## config.mk

```make
export PLATFORM = sky130hd
export DESIGN_NAME = sdram_init_seq
export DESIGN_NICKNAME = d
export VERILOG_FILES = /design/src/rtl/sdinit_pkg.sv /design/src/rtl/sdinit_cfg_latch.sv /design/src/rtl/sdinit_seq_fsm.sv /design/src/rtl/sdinit_word_mux.sv /design/src/rtl/sdram_init_seq.sv
export SDC_FILE = /design/constraint.sdc
export NUM_CORES = 1
export LEC_CHECK = 0
export BUFFER_PORTS_ARGS = -buffer_cell sky130_fd_sc_hd__buf_2
export CORE_MARGIN = 8
export CORE_UTILIZATION = 47
export CTS_CLUSTER_SIZE = 25
export DETAILED_ROUTE_END_ITERATION = 16
export HOLD_SLACK_MARGIN = 0.06
export PLACE_DENSITY = 0.77
export SLEW_MARGIN = 15
export SYNTH_ARGS = -nofsm -noshare
export SYNTH_HDL_FRONTEND = slang
export SYNTH_SLANG_ARGS = --single-unit
```

## constraint.sdc

```tcl
create_clock -name clk -period 1.65 [get_ports clk]
set_input_delay 0.33 -clock clk [delete_from_list [all_inputs] [get_ports clk]]
set_output_delay 0.33 -clock clk [all_outputs]
set_load 0.02 [all_outputs]
```

## src/rtl/sdinit_pkg.sv

```systemverilog
// Package: shared step encoding and step-order helpers for the SDRAM
// power-up sequencer. Assumes a single sequence is ever in flight.
package sdinit_pkg;

    typedef enum logic [3:0] {
        ST_IDLE   = 4'd0,
        ST_UNLOCK = 4'd1,
        ST_PRE1   = 4'd2,
        ST_EMODE  = 4'd3,
        ST_DLLRST = 4'd4,
        ST_PRE2   = 4'd5,
        ST_AREF   = 4'd6,
        ST_MODE   = 4'd7,
        ST_NORMAL = 4'd8
    } step_e;

    // Successor of a step; the single-rate variant skips the DDR-only steps.
    function automatic step_e step_after(step_e s, logic ddr);
        case (s)
            ST_UNLOCK: return ST_PRE1;
            ST_PRE1:   return ddr ? ST_EMODE : ST_AREF;
            ST_EMODE:  return ST_DLLRST;
            ST_DLLRST: return ST_PRE2;
            ST_PRE2:   return ST_AREF;
            ST_AREF:   return ST_MODE;
            ST_MODE:   return ST_NORMAL;
            default:   return ST_IDLE;
        endcase
    endfunction

    // True for steps that write a mode register rather than the control register.
    function automatic logic targets_mode(step_e s);
        return (s == ST_EMODE) || (s == ST_DLLRST) || (s == ST_MODE);
    endfunction

endpackage

```

## src/rtl/sdinit_cfg_latch.sv

```systemverilog
// Configuration capture: holds variant, address mode and words for the whole
// sequence. Assumes capture is only asserted while the sequencer is idle.
module sdinit_cfg_latch #(
    parameter int W = 32
) (
    input  logic         clk,
    input  logic         rst_n,
    input  logic         capture,
    input  logic         d_ddr,
    input  logic         d_hi,
    input  logic [W-1:0] d_base,
    input  logic [W-1:0] d_mode,
    input  logic [W-1:0] d_emode,
    output logic         q_ddr,
    output logic         q_hi,
    output logic [W-1:0] q_base,
    output logic [W-1:0] q_mode,
    output logic [W-1:0] q_emode
);

    // Register the configuration on capture; hold it otherwise.
    always_ff @(posedge clk) begin
        if (!rst_n) begin
            q_ddr   <= 1'b0;
            q_hi    <= 1'b0;
            q_base  <= '0;
            q_mode  <= '0;
            q_emode <= '0;
        end else if (capture) begin
            q_ddr   <= d_ddr;
            q_hi    <= d_hi;
            q_base  <= d_base;
            q_mode  <= d_mode;
            q_emode <= d_emode;
        end
    end

endmodule

```

## src/rtl/sdinit_seq_fsm.sv

```systemverilog
// Step sequencer: advances one step per accepted command and pulses done
// after the last one. Assumes the ddr input is stable while busy.
module sdinit_seq_fsm
    import sdinit_pkg::*;
(
    input  logic  clk,
    input  logic  rst_n,
    input  logic  start,
    input  logic  ddr,
    input  logic  accept,
    output step_e step,
    output logic  busy,
    output logic  capture,
    output logic  done
);

    // Idle detection and start qualification.
    always_comb begin
        busy    = (step != ST_IDLE);
        capture = start && !busy;
    end

    // Step register and one-cycle completion pulse.
    always_ff @(posedge clk) begin
        if (!rst_n) begin
            step <= ST_IDLE;
            done <= 1'b0;
        end else begin
            done <= 1'b0;
            if (capture) begin
                step <= ST_UNLOCK;
            end else if (busy && accept) begin
                if (step == ST_NORMAL) begin
                    done <= 1'b1;
                end
                step <= step_after(step, ddr);
            end
        end
    end

endmodule

```

## src/rtl/sdinit_word_mux.sv

```systemverilog
// Word composer: builds the control or mode word for the current step.
// Assumes the field positions are distinct and the code field sits at bit 0.
module sdinit_word_mux
    import sdinit_pkg::*;
#(
    parameter int W          = 32,
    parameter int UNLOCK_BIT = 31,
    parameter int HIADDR_BIT = 24,
    parameter int DLLRST_BIT = 26,
    parameter int CODE_W     = 3,
    parameter int PRE_CODE   = 2,
    parameter int AREF_CODE  = 4
) (
    input  step_e        step,
    input  logic         hi,
    input  logic [W-1:0] base,
    input  logic [W-1:0] mode,
    input  logic [W-1:0] emode,
    output logic [W-1:0] word,
    output logic         to_mode
);

    localparam logic [CODE_W-1:0] CODE_NONE = '0;
    localparam logic [CODE_W-1:0] CODE_PRE  = CODE_W'(PRE_CODE);
    localparam logic [CODE_W-1:0] CODE_AREF = CODE_W'(AREF_CODE);

    // Base word with unlock, address-mode and command fields replaced.
    function automatic logic [W-1:0] ctrl_word(logic [CODE_W-1:0] code, logic unlock);
        logic [W-1:0] w;
        w                 = base;
        w[UNLOCK_BIT]     = unlock;
        w[HIADDR_BIT]     = hi;
        w[CODE_W-1:0]     = code;
        return w;
    endfunction

    // Select the word for the present step.
    always_comb begin
        to_mode = targets_mode(step);
        case (step)
            ST_UNLOCK: word = ctrl_word(CODE_NONE, 1'b1);
            ST_PRE1,
            ST_PRE2:   word = ctrl_word(CODE_PRE, 1'b1);
            ST_EMODE:  word = emode;
            ST_DLLRST: word = mode | (W'(1) << DLLRST_BIT);
            ST_AREF:   word = ctrl_word(CODE_AREF, 1'b1);
            ST_MODE:   word = mode;
            ST_NORMAL: word = ctrl_word(CODE_NONE, 1'b0);
            default:   word = '0;
        endcase
    end

endmodule

```

## src/rtl/sdram_init_seq.sv

```systemverilog
// Top: SDRAM / DDR SDRAM power-up command sequencer. Offers one command at a
// time on a valid/ready port. Assumes the downstream holds off nothing else.
module sdram_init_seq
    import sdinit_pkg::*;
#(
    parameter int W          = 32,
    parameter int UNLOCK_BIT = 31,
    parameter int HIADDR_BIT = 24,
    parameter int DLLRST_BIT = 26,
    parameter int CODE_W     = 3,
    parameter int PRE_CODE   = 2,
    parameter int AREF_CODE  = 4
) (
    input  logic         clk,
    input  logic         rst_n,
    input  logic         start,
    input  logic         ddr_sel,
    input  logic         hi_addr,
    input  logic [W-1:0] ctrl_base,
    input  logic [W-1:0] mode_word,
    input  logic [W-1:0] ext_mode_word,
    output logic         cmd_valid,
    input  logic         cmd_ready,
    output logic         cmd_to_mode,
    output logic [W-1:0] cmd_word,
    output logic         done
);

    step_e        step;
    logic         busy;
    logic         capture;
    logic         cfg_ddr;
    logic         cfg_hi;
    logic [W-1:0] cfg_base;
    logic [W-1:0] cfg_mode;
    logic [W-1:0] cfg_emode;

    sdinit_cfg_latch #(.W(W)) u_cfg (
        .clk     (clk),
        .rst_n   (rst_n),
        .capture (capture),
        .d_ddr   (ddr_sel),
        .d_hi    (hi_addr),
        .d_base  (ctrl_base),
        .d_mode  (mode_word),
        .d_emode (ext_mode_word),
        .q_ddr   (cfg_ddr),
        .q_hi    (cfg_hi),
        .q_base  (cfg_base),
        .q_mode  (cfg_mode),
        .q_emode (cfg_emode)
    );

    sdinit_seq_fsm u_fsm (
        .clk     (clk),
        .rst_n   (rst_n),
        .start   (start),
        .ddr     (cfg_ddr),
        .accept  (cmd_ready),
        .step    (step),
        .busy    (busy),
        .capture (capture),
        .done    (done)
    );

    sdinit_word_mux #(
        .W          (W),
        .UNLOCK_BIT (UNLOCK_BIT),
        .HIADDR_BIT (HIADDR_BIT),
        .DLLRST_BIT (DLLRST_BIT),
        .CODE_W     (CODE_W),
        .PRE_CODE   (PRE_CODE),
        .AREF_CODE  (AREF_CODE)
    ) u_mux (
        .step    (step),
        .hi      (cfg_hi),
        .base    (cfg_base),
        .mode    (cfg_mode),
        .emode   (cfg_emode),
        .word    (cmd_word),
        .to_mode (cmd_to_mode)
    );

    // A command is offered in every non-idle step.
    always_comb begin
        cmd_valid = busy;
    end

endmodule

```

==> impl_metrics.json, run 1 <==
{
  "grt_max_degree": 107,
  "synthCells": 529,
  "synth_top_family_by_area": "simple AND/OR/NAND/NOR gates",
  "setup_violations": 33,
  "route.detailed.drc": 0,
  "numCtsBuffers": 9,
  "die_w_um": 115.5,
  "post-route-period-util_pct": 138.0,
  "timing.rr.end": "u_cfg.q_base[19]",
  "yosys.area_share.adder_pct": 0,
  "finalPower_mw": 5.278,
  "hold_end": "u_cfg.q_mode[23]",
  "synth-edff-count": 0,
  "post-route-worst-setup-slack_ns": -0.6265,
  "p_per_area_nw_per_um2": 890.7,
  "startpoint_type": "register",
  "rsz0062_at_grt": "yes",
  "vias": 3993,
  "swShare_pct": 28.26,
  "mostFrequentLayoutCell": "nand2_1",
  "reg2reg_from": "u_fsm.step[0]",
  "path_class": "reg2out",
  "antenna_cells": 0,
  "finalCriticalPeriod_ns": 2.277,
  "pwr-share-seq_pct": 50.4,
  "cts_tree": "done",
  "endpoint_kind": "primary output",
  "synth_compound_area_share_pct": 8.277,
  "drive_gt1_share_pct": 29.38,
  "placed_area_um2": 5492,
  "switching_power_mw": 1.492,
  "vias_per_cell": 5.054,
  "drv_cap": 0,
  "holdCritStartpoint": "mode_word[23]",
  "h-tree-depth": 3,
  "num_rows": 36,
  "mostFrequentLayoutCells": "nand2_1 (189), buf_2 (118), mux2i_1 (95)",
  "clkTransAtPathRegs_ns": 0.10,
  "path_common_cell": "buf_4",
  "start_util_pct": 48.07,
  "status": "finished with violations",
  "post-dp-hpwl_um": 8036,
  "async_reset_ff_share_pct": 0,
  "top_layer": "met4",
  "tightestPinTransition_ns": 0.4157,
  "p_clk_share_pct": 31.1,
  "yosys_warnings": 0,
  "drt_first_pass_iters": 4,
  "drt-initial-drc-count": 211,
  "synth_cell_types": 41,
  "ir_drop_mv": 0.3935,
  "hp-class": "in2reg",
  "synthesis.nets": 631,
  "hold_viol_final": 0,
  "ys_ff_latch": 98,
  "leakagePower_nw": 2.737,
  "root_buffer": "clkbuf_8",
  "route.met3.wl_um": 960,
  "ys_seq_area_share_pct": 42.14,
  "r2r_setup_slack_ns": 0.11,
  "clock_tree.buffer_depth": 2,
  "dieArea_um2": 13350,
  "final_core_util_pct": 61.19,
  "synth_xor_area_share_pct": 0.1881,
  "holdPathStages": 3,
  "netlist_area_um2": 4656,
  "fillers": 850,
  "crit_fanout": 11,
  "synthMuxAreaShare_pct": 20.91,
  "ios": 137,
  "grt_usage_pct": 17.05,
  "design_area_um2": 5926,
  "clkSinkCount": 98,
  "synth-simple-area-share_pct": 22.47,
  "area_delta_synth_final_pct": 27.28,
  "grt-ovfl-total": 0,
  "finClkSkew_ns": 0.006170,
  "insertion_delay_ns": 0.36,
  "drt-total-wl_um": 11960,
  "nets": 754,
  "holdBufCountCts": 0,
  "synthFlopType": "dfxtp_1",
  "ant_nets": 0,
  "wl_per_cell_um": 15.14,
  "place.gp.congestion": 0.8326,
  "antenna_found_initial": 0,
  "multi_input_area_um2": 2494,
  "power_frac_comb_pct": 18.5,
  "slew_headroom_pct": 72.29,
  "slowest_stage": "dfxtp_4",
  "avgSynthCellArea_um2": 8.801,
  "route.met2.wl_um": 5711,
  "wl_met1_um": 5124,
  "violations": "setup timing",
  "arrival_ns": 1.95,
  "cp.required_ns": 1.32,
  "ff_latch_area_um2": 1974,
  "worstRegToRegCells": 5,
  "worstPathCellList": "buf_4 -> xor2_4 -> nor3b_4 -> buf_4 -> buf_12 -> a221o_1 -> buf_2",
  "max_freq_mhz": 439.3,
  "die_h_um": 115.5,
  "cp_slowest_stage_delay_ns": 0.37,
  "port_buffers": 131,
  "grt_pass1_vias": 4005,
  "hold_ws_ns": 0.2015,
  "maxSlewViolCount": 0,
  "grt_first_pass_wirelength_um": 18320,
  "fp.coreArea_um2": 9684,
  "internal-power_mw": 3.786
}
[routing by layer]
layer | vias up | track usage (%)
met3 | 16 | 6.097
met2 | 104 | 29.03
li1 | 2032 | -
met1 | 1841 | 19.54
met4 | 0 | 5.254
met5 | - | 0
[worst max-delay path: cells and delay by family, from the launching register on]
family / cells / cell delay [ns]
buffers and inverters: 4 / 0.64
DFF: 1 / 0.37
and+or+nand+nor: 1 / 0.21
xor gates and xnor gates: 1 / 0.19
AOI/OAI and AO/OA: 1 / 0.17
[per-stage QoR]
step,setup slack (ns),cells,setup TNS (ns)
after floorplan,-0.1554,529,-3.608
after global placement,-0.2327,767,-5.685
after detailed placement,-0.2822,767,-6.769
after CTS,-0.6353,786,-18.28
after global routing,-0.7036,790,-21.04
final,-0.6265,790,-18.37
[area by class of cell]
type / count / area share [%]
clock buffers: 10 / 2.323
clock inverters: 6 / 1.246
inverters: 2 / 0.1900
multi-input cells: 382 / 42.08
flip-flops and latches: 98 / 33.32
well taps: 133 / 2.808
repair buffers: 159 / 18.03
[Yosys cell counts (all sizes together), types with 2 or more instances]
library cell,count,area (µm²)
and3,2,12.51
inv,2,7.510
nor3b,3,22.52
a31oi,3,18.77
mux2i,95,950.9
buf,20,171.4
nand3,2,10.01
nor4b,2,17.52
mux2,2,22.52
a221o,27,270.3
dfxtp,98,1962
nor2,5,21.27
a21oi,2,10.01
clkbuf,27,101.4
and2,27,168.9
o21ai,2,10.01
nand2,190,713.2
[worst max path at each step]
stage                  startpoint      endpoint  slack, ns  cells past startpoint
finish              u_fsm.step[0]  cmd_word[18]      -0.63                      7
global placement    u_fsm.step[0]  cmd_word[22]      -0.23                      5
detailed placement  u_fsm.step[0]  cmd_word[22]      -0.28                      5
CTS                 u_fsm.step[0]  cmd_word[15]      -0.64                      5
floorplan           u_fsm.step[1]  cmd_word[10]      -0.16                      6
global route        u_fsm.step[0]  cmd_word[21]      -0.70                      7
[cells by family after synthesis]
kind of cell | Yosys count
AOI/OAI and AO/OA | 43
xor gates and xnor gates | 1
buffers and inverters | 49
DFF | 98
muxes | 97
and+or+nand+nor | 241
[power groups by stage]
| stage | logic (mW) | clock network [mW] | registers [mW] |
|---|---|---|---|
| after floorplan | 0.665 | 0 | 2.69 |
| after global placement | 0.897 | 0 | 2.70 |
| after detailed placement | 0.922 | 0 | 2.72 |
| after CTS | 0.957 | 1.70 | 2.66 |
| after global routing | 1.06 | 1.78 | 2.68 |
| final | 0.974 | 1.64 | 2.66 |
[registers in the layout, summed over array words and instances (netlist names)]
name	count
u_cfg.q_emode	32
u_cfg.q_mode	32
u_cfg.q_base	27
u_fsm.step	4
u_cfg.q_ddr	1
u_cfg.q_hi	1
u_fsm.done	1
[repair_timing]
action,4_1_cts,5_1_grt
pin swaps,2,3
endpoints found under the setup margin,34,35
gates cloned,0,1
gates resized for setup,32,11
setup buffers,3,4
No activity file was read; power rests on OpenSTA's default activity.
==> run 2: changes to the inputs <==
- CORE_UTILIZATION: 47 -> 51
- PLACE_DENSITY: 0.77 -> 0.79
- clock period: 1.65 -> 2.45 ns (I/O delays scaled with it)
==> impl_metrics.json, run 2 (synthesis results as in run 1) <==
{
  "finClkSkew_ns": 0.01658,
  "hp-class": "in2reg",
  "maxSlewViolCount": 0,
  "grt.met3_usage_pct": 6.115,
  "dieArea_um2": 12440,
  "num_rows": 35,
  "status": "finished with violations",
  "reg.largest.list": "u_cfg.q_emode: 32 flops, u_cfg.q_mode: 32 flops, u_cfg.q_base: 27 flops",
  "antenna_cells": 0,
  "die_w_um": 111.5,
  "grt_pass1_vias": 4162,
  "vias_per_cell": 5.294,
  "mostFrequentLayoutCells": "nand2_1 (190), buf_2 (129), dfxtp_1 (96)",
  "area_delta_synth_final_pct": 20.32,
  "path_class": "reg2out",
  "numCtsBuffers": 9,
  "grt_use_met1_pct": 21.72,
  "max_freq_mhz": 399.5,
  "cp.required_ns": 1.96,
  "cts_tree": "done",
  "tightestPinTransition_ns": 0.4380,
  "vias": 4002,
  "drive_gt1_share_pct": 26.36,
  "drt-initial-drc-count": 156,
  "port_buffers": 131,
  "grt_usage_pct": 18.66,
  "ir_drop_mv": 0.3414,
  "drt_first_pass_iters": 4,
  "post-dp-hpwl_um": 8144,
  "slew_headroom_pct": 70.05,
  "drv_cap": 0,
  "endpoint_kind": "primary output",
  "p_per_area_nw_per_um2": 615.9,
  "die_h_um": 111.5,
  "grt-busiest-layer": "met2",
  "insertion_delay_ns": 0.36,
  "mostFrequentLayoutCell": "nand2_1",
  "hold_ws_ns": 0.3612,
  "grt_first_pass_wirelength_um": 19380,
  "post-route-period-util_pct": 102.2,
  "startpoint_type": "register",
  "antenna_found_initial": 0,
  "crit_fanout": 16,
  "holdBufCountCts": 0,
  "grt-ovfl-total": 0,
  "setup_violations": 27,
  "ios": 137,
  "place.gp.congestion": 0.8211,
  "wl_per_cell_um": 15.38,
  "start_util_pct": 51.36,
  "finalCriticalPeriod_ns": 2.503,
  "clkSinkCount": 98,
  "clock_tree.buffer_depth": 2,
  "setup_tns_ns": -0.7509,
  "post-route-worst-setup-slack_ns": -0.05337,
  "hold_viol_final": 0,
  "nets": 742,
  "drt-total-wl_um": 11630,
  "h-tree-depth": 3,
  "grt_use_met2_pct": 31.11,
  "fp.coreArea_um2": 9065,
  "rsz0062_at_grt": "yes",
  "clkTransAtPathRegs_ns": 0.10,
  "violations": "setup timing",
  "root_buffer": "clkbuf_8",
  "arrival_ns": 2.01,
  "leakagePower_nw": 2.633,
  "route.detailed.drc": 0,
  "grt_max_degree": 70,
  "ant_nets": 0
}
-- run 2: power by group --
| part | internal [mW] | switching (mW) |
|---|---|---|
| sequential | 1.72 | 0.0700 |
| clock | 0.479 | 0.567 |
| combinational | 0.284 | 0.326 |
| total | 2.49 | 0.964 |
-- run 2: worst max-delay path, cell delays in order (launching register included) --
cell and delay (ns):
dfxtp_4 0.38, and2b_1 0.22, a211o_1 0.34, buf_12 0.18, a221o_1 0.36, buf_2 0.17
-- run 2: metal layers --
metal	vias to the layer above	share of wire, %
met2	126	47
li1	2001	-
met5	-	0
met1	1854	43
met4	0	2.0
met3	21	7.4
-- run 2: through the flow --
step                      instances  instance area (µm²)  setup slack (ns)  power (mW)  util [%]
after CTS                       755                 5574          -0.05247       3.475     61.49
after global routing            756                 5602           -0.1028       3.620     61.79
after detailed placement        739                 5365            0.2193       2.430     59.19
after global placement          739                 5365            0.2461       2.404     59.19
after floorplan                 529                 4656            0.1009       2.250         -
final                           756                 5602          -0.05337       3.450     61.79
-- run 2: worst paths after layout --
path | from | to | slack [ns] | cells after the start
min | mode_word[10] | u_cfg.q_mode[10] | 0.36 | 3
min reg2reg | u_cfg.q_emode[30] | u_cfg.q_emode[30] | 0.45 | 2
max | u_fsm.step[0] | cmd_word[22] | -0.05 | 5
max reg2reg | u_fsm.step[3] | u_cfg.q_base[23] | 0.51 | 5
-- run 2: repair_timing --
action	in CTS	in global routing
buffers inserted	0	1
pin swaps	1	0
resized for setup	6	6
setup endpoints to repair	27	27
-- run 2: area by class of cell --
| cell class | instances | area [µm²] |
|---|---|---|
| fillers | 786 | 3463 |
| clock inverters | 5 | 62.56 |
| flip-flops and latches | 98 | 1969 |
| repair buffers | 147 | 863.3 |
| clock buffers | 11 | 131.4 |
| well taps | 111 | 138.9 |
| inverters | 2 | 7.507 |
| multi-input cells | 382 | 2429 |
==> run 3: changes to the inputs <==
- CORE_UTILIZATION: 51 -> 47
- PLACE_DENSITY: 0.79 -> 0.77
- clock period: 2.45 -> 2.1 ns (I/O delays scaled with it)
==> impl_metrics.json, run 3 (synthesis results as in run 1) <==
{
  "drive_gt1_share_pct": 28.88,
  "vias": 3986,
  "hp-class": "in2reg",
  "top_layer": "met4",
  "grt_usage_pct": 17.25,
  "cts_tree": "done",
  "holdPathStages": 3,
  "die_w_um": 115.5,
  "drt-initial-drc-count": 191,
  "finalCriticalPeriod_ns": 2.385,
  "nets": 755,
  "worstRegToRegCells": 5,
  "reg.largest.list": "u_cfg.q_emode: 32 flops, u_cfg.q_mode: 32 flops, u_cfg.q_base: 27 flops",
  "cp.required_ns": 1.68,
  "multi_input_area_um2": 2470,
  "max_freq_mhz": 419.3,
  "post-route-period-util_pct": 113.6,
  "drt-total-wl_um": 12040,
  "mostFrequentLayoutCell": "nand2_1",
  "reg2reg_from": "u_fsm.step[3]",
  "rsz0062_at_grt": "yes",
  "antenna_found_initial": 0,
  "dpl.cell_count": 765,
  "holdBufCountCts": 0,
  "h-tree-depth": 3,
  "numCtsBuffers": 9,
  "arrival_ns": 1.96,
  "grt-ovfl-total": 0,
  "clock_tree.buffer_depth": 2,
  "fillers": 865,
  "finalPower_mw": 4.151,
  "die_h_um": 115.5,
  "route.detailed.drc": 0,
  "ir_drop_mv": 0.4233,
  "post-route-worst-setup-slack_ns": -0.2847,
  "timing.rr.end": "u_cfg.q_mode[29]",
  "root_buffer": "clkbuf_8",
  "status": "finished with violations",
  "route.met2.wl_um": 5980,
  "insertion_delay_ns": 0.36,
  "path_class": "reg2out",
  "violations": "setup timing",
  "clkTransAtPathRegs_ns": 0.11,
  "setup_violations": 30,
  "p_per_area_nw_per_um2": 703.9,
  "tightestPinTransition_ns": 0.4429,
  "slew_headroom_pct": 70.47,
  "route.met3.wl_um": 825,
  "num_rows": 36,
  "ff_latch_area_um2": 1974,
  "drv_cap": 0,
  "wl_per_cell_um": 15.22,
  "place.gp.congestion": 0.8255,
  "holdCritStartpoint": "ctrl_base[17]",
  "maxSlewViolCount": 0,
  "mostFrequentLayoutCells": "nand2_1 (189), buf_2 (128), mux2i_1 (95)",
  "grt_first_pass_wirelength_um": 18740,
  "fp.coreArea_um2": 9684,
  "area_delta_synth_final_pct": 26.66,
  "post-dp-hpwl_um": 8268,
  "port_buffers": 131,
  "startpoint_type": "register",
  "wl_met1_um": 5161,
  "ant_nets": 0,
  "hold_viol_final": 0,
  "leakagePower_nw": 2.763,
  "endpoint_kind": "primary output",
  "finClkSkew_ns": 0.009180,
  "grt_pass1_vias": 4037,
  "vias_per_cell": 5.039,
  "crit_fanout": 16,
  "grt_max_degree": 65,
  "antenna_cells": 0,
  "ios": 137,
  "placed_area_um2": 5461,
  "design_area_um2": 5897,
  "r2r_setup_slack_ns": 0.38,
  "stdcell_count": 791,
  "clkSinkCount": 98,
  "start_util_pct": 48.07,
  "dieArea_um2": 13350,
  "hold_end": "u_cfg.q_base[17]",
  "drt_first_pass_iters": 6
}
[run 3: changes by cell type in the layout (fill, tap and decap cells not counted), sizes merged]
cell      delta
clkinvlp     -1
inv          +2
clkinv       +1
buf         +11
[run 3: worst max-delay path by stage]
stage	cells after the start	startpoint	slack (ns)	endpoint
floorplan	4	u_fsm.step[1]	0.06	cmd_word[1]
global placement	5	u_fsm.step[0]	0.03	cmd_word[21]
detailed placement	5	u_fsm.step[0]	0.01	cmd_word[21]
CTS	5	u_fsm.step[0]	-0.29	cmd_word[21]
global route	5	u_fsm.step[0]	-0.36	cmd_word[21]
finish	5	u_fsm.step[3]	-0.28	cmd_word[21]
[run 3: worst max-delay path: stages, from the launching register on]
cell and delay [ns]:
dfxtp_2 0.39, and2b_1 0.20, a211o_1 0.30, buf_8 0.17
a221o_1 0.37, buf_2 0.17
[run 3: cell type report]
cell class | count | share of cell area [%]
Clock buffer | 9 | 2.101
Inverter | 2 | 0.1273
Clock inverter | 7 | 1.591
Tap cell | 133 | 2.822
Sequential cell | 98 | 33.48
Timing Repair Buffer | 160 | 17.99
Multi-Input combinational cell | 382 | 41.88
[run 3: what timing repair did]
action                                  in CTS  in global routing
gates resized for setup                      9                 20
gates cloned                                 0                  3
endpoints found under the hold margin        0                  0
endpoints found under the setup margin      31                 31
buffers inserted                             1                  6
pin swaps                                    3                  5
[run 3: layer usage]
metal / vias to the layer above / GRT usage (%)
li1: 2033 / -
met1: 1848 / 19.51
met2: 100 / 31.05
met3: 5 / 5.211
met4: 0 / 3.853
met5: - / 0
[run 3: where the power goes]
| group | total (mW) | internal (mW) | leakage [nW] | switching [mW] |
|---|---|---|---|---|
| clock network | 1.31 | 0.584 | 0.107 | 0.729 |
| registers | 2.09 | 2.01 | 0.808 | 0.0827 |
| logic | 0.744 | 0.352 | 1.85 | 0.392 |
[run 3: through the flow]
step                      utilization (%)  hold WS (ns)  TNS, ns  worst slack, ns
final                               60.89        0.2914   -7.094          -0.2847
after global routing                60.89        0.2727   -9.332          -0.3584
after CTS                           58.97        0.2722   -7.522          -0.2950
after detailed placement            56.40        0.4455        0          0.01143
after global placement              56.40        0.4378        0          0.03306
after floorplan                         -        0.4301        0          0.06144
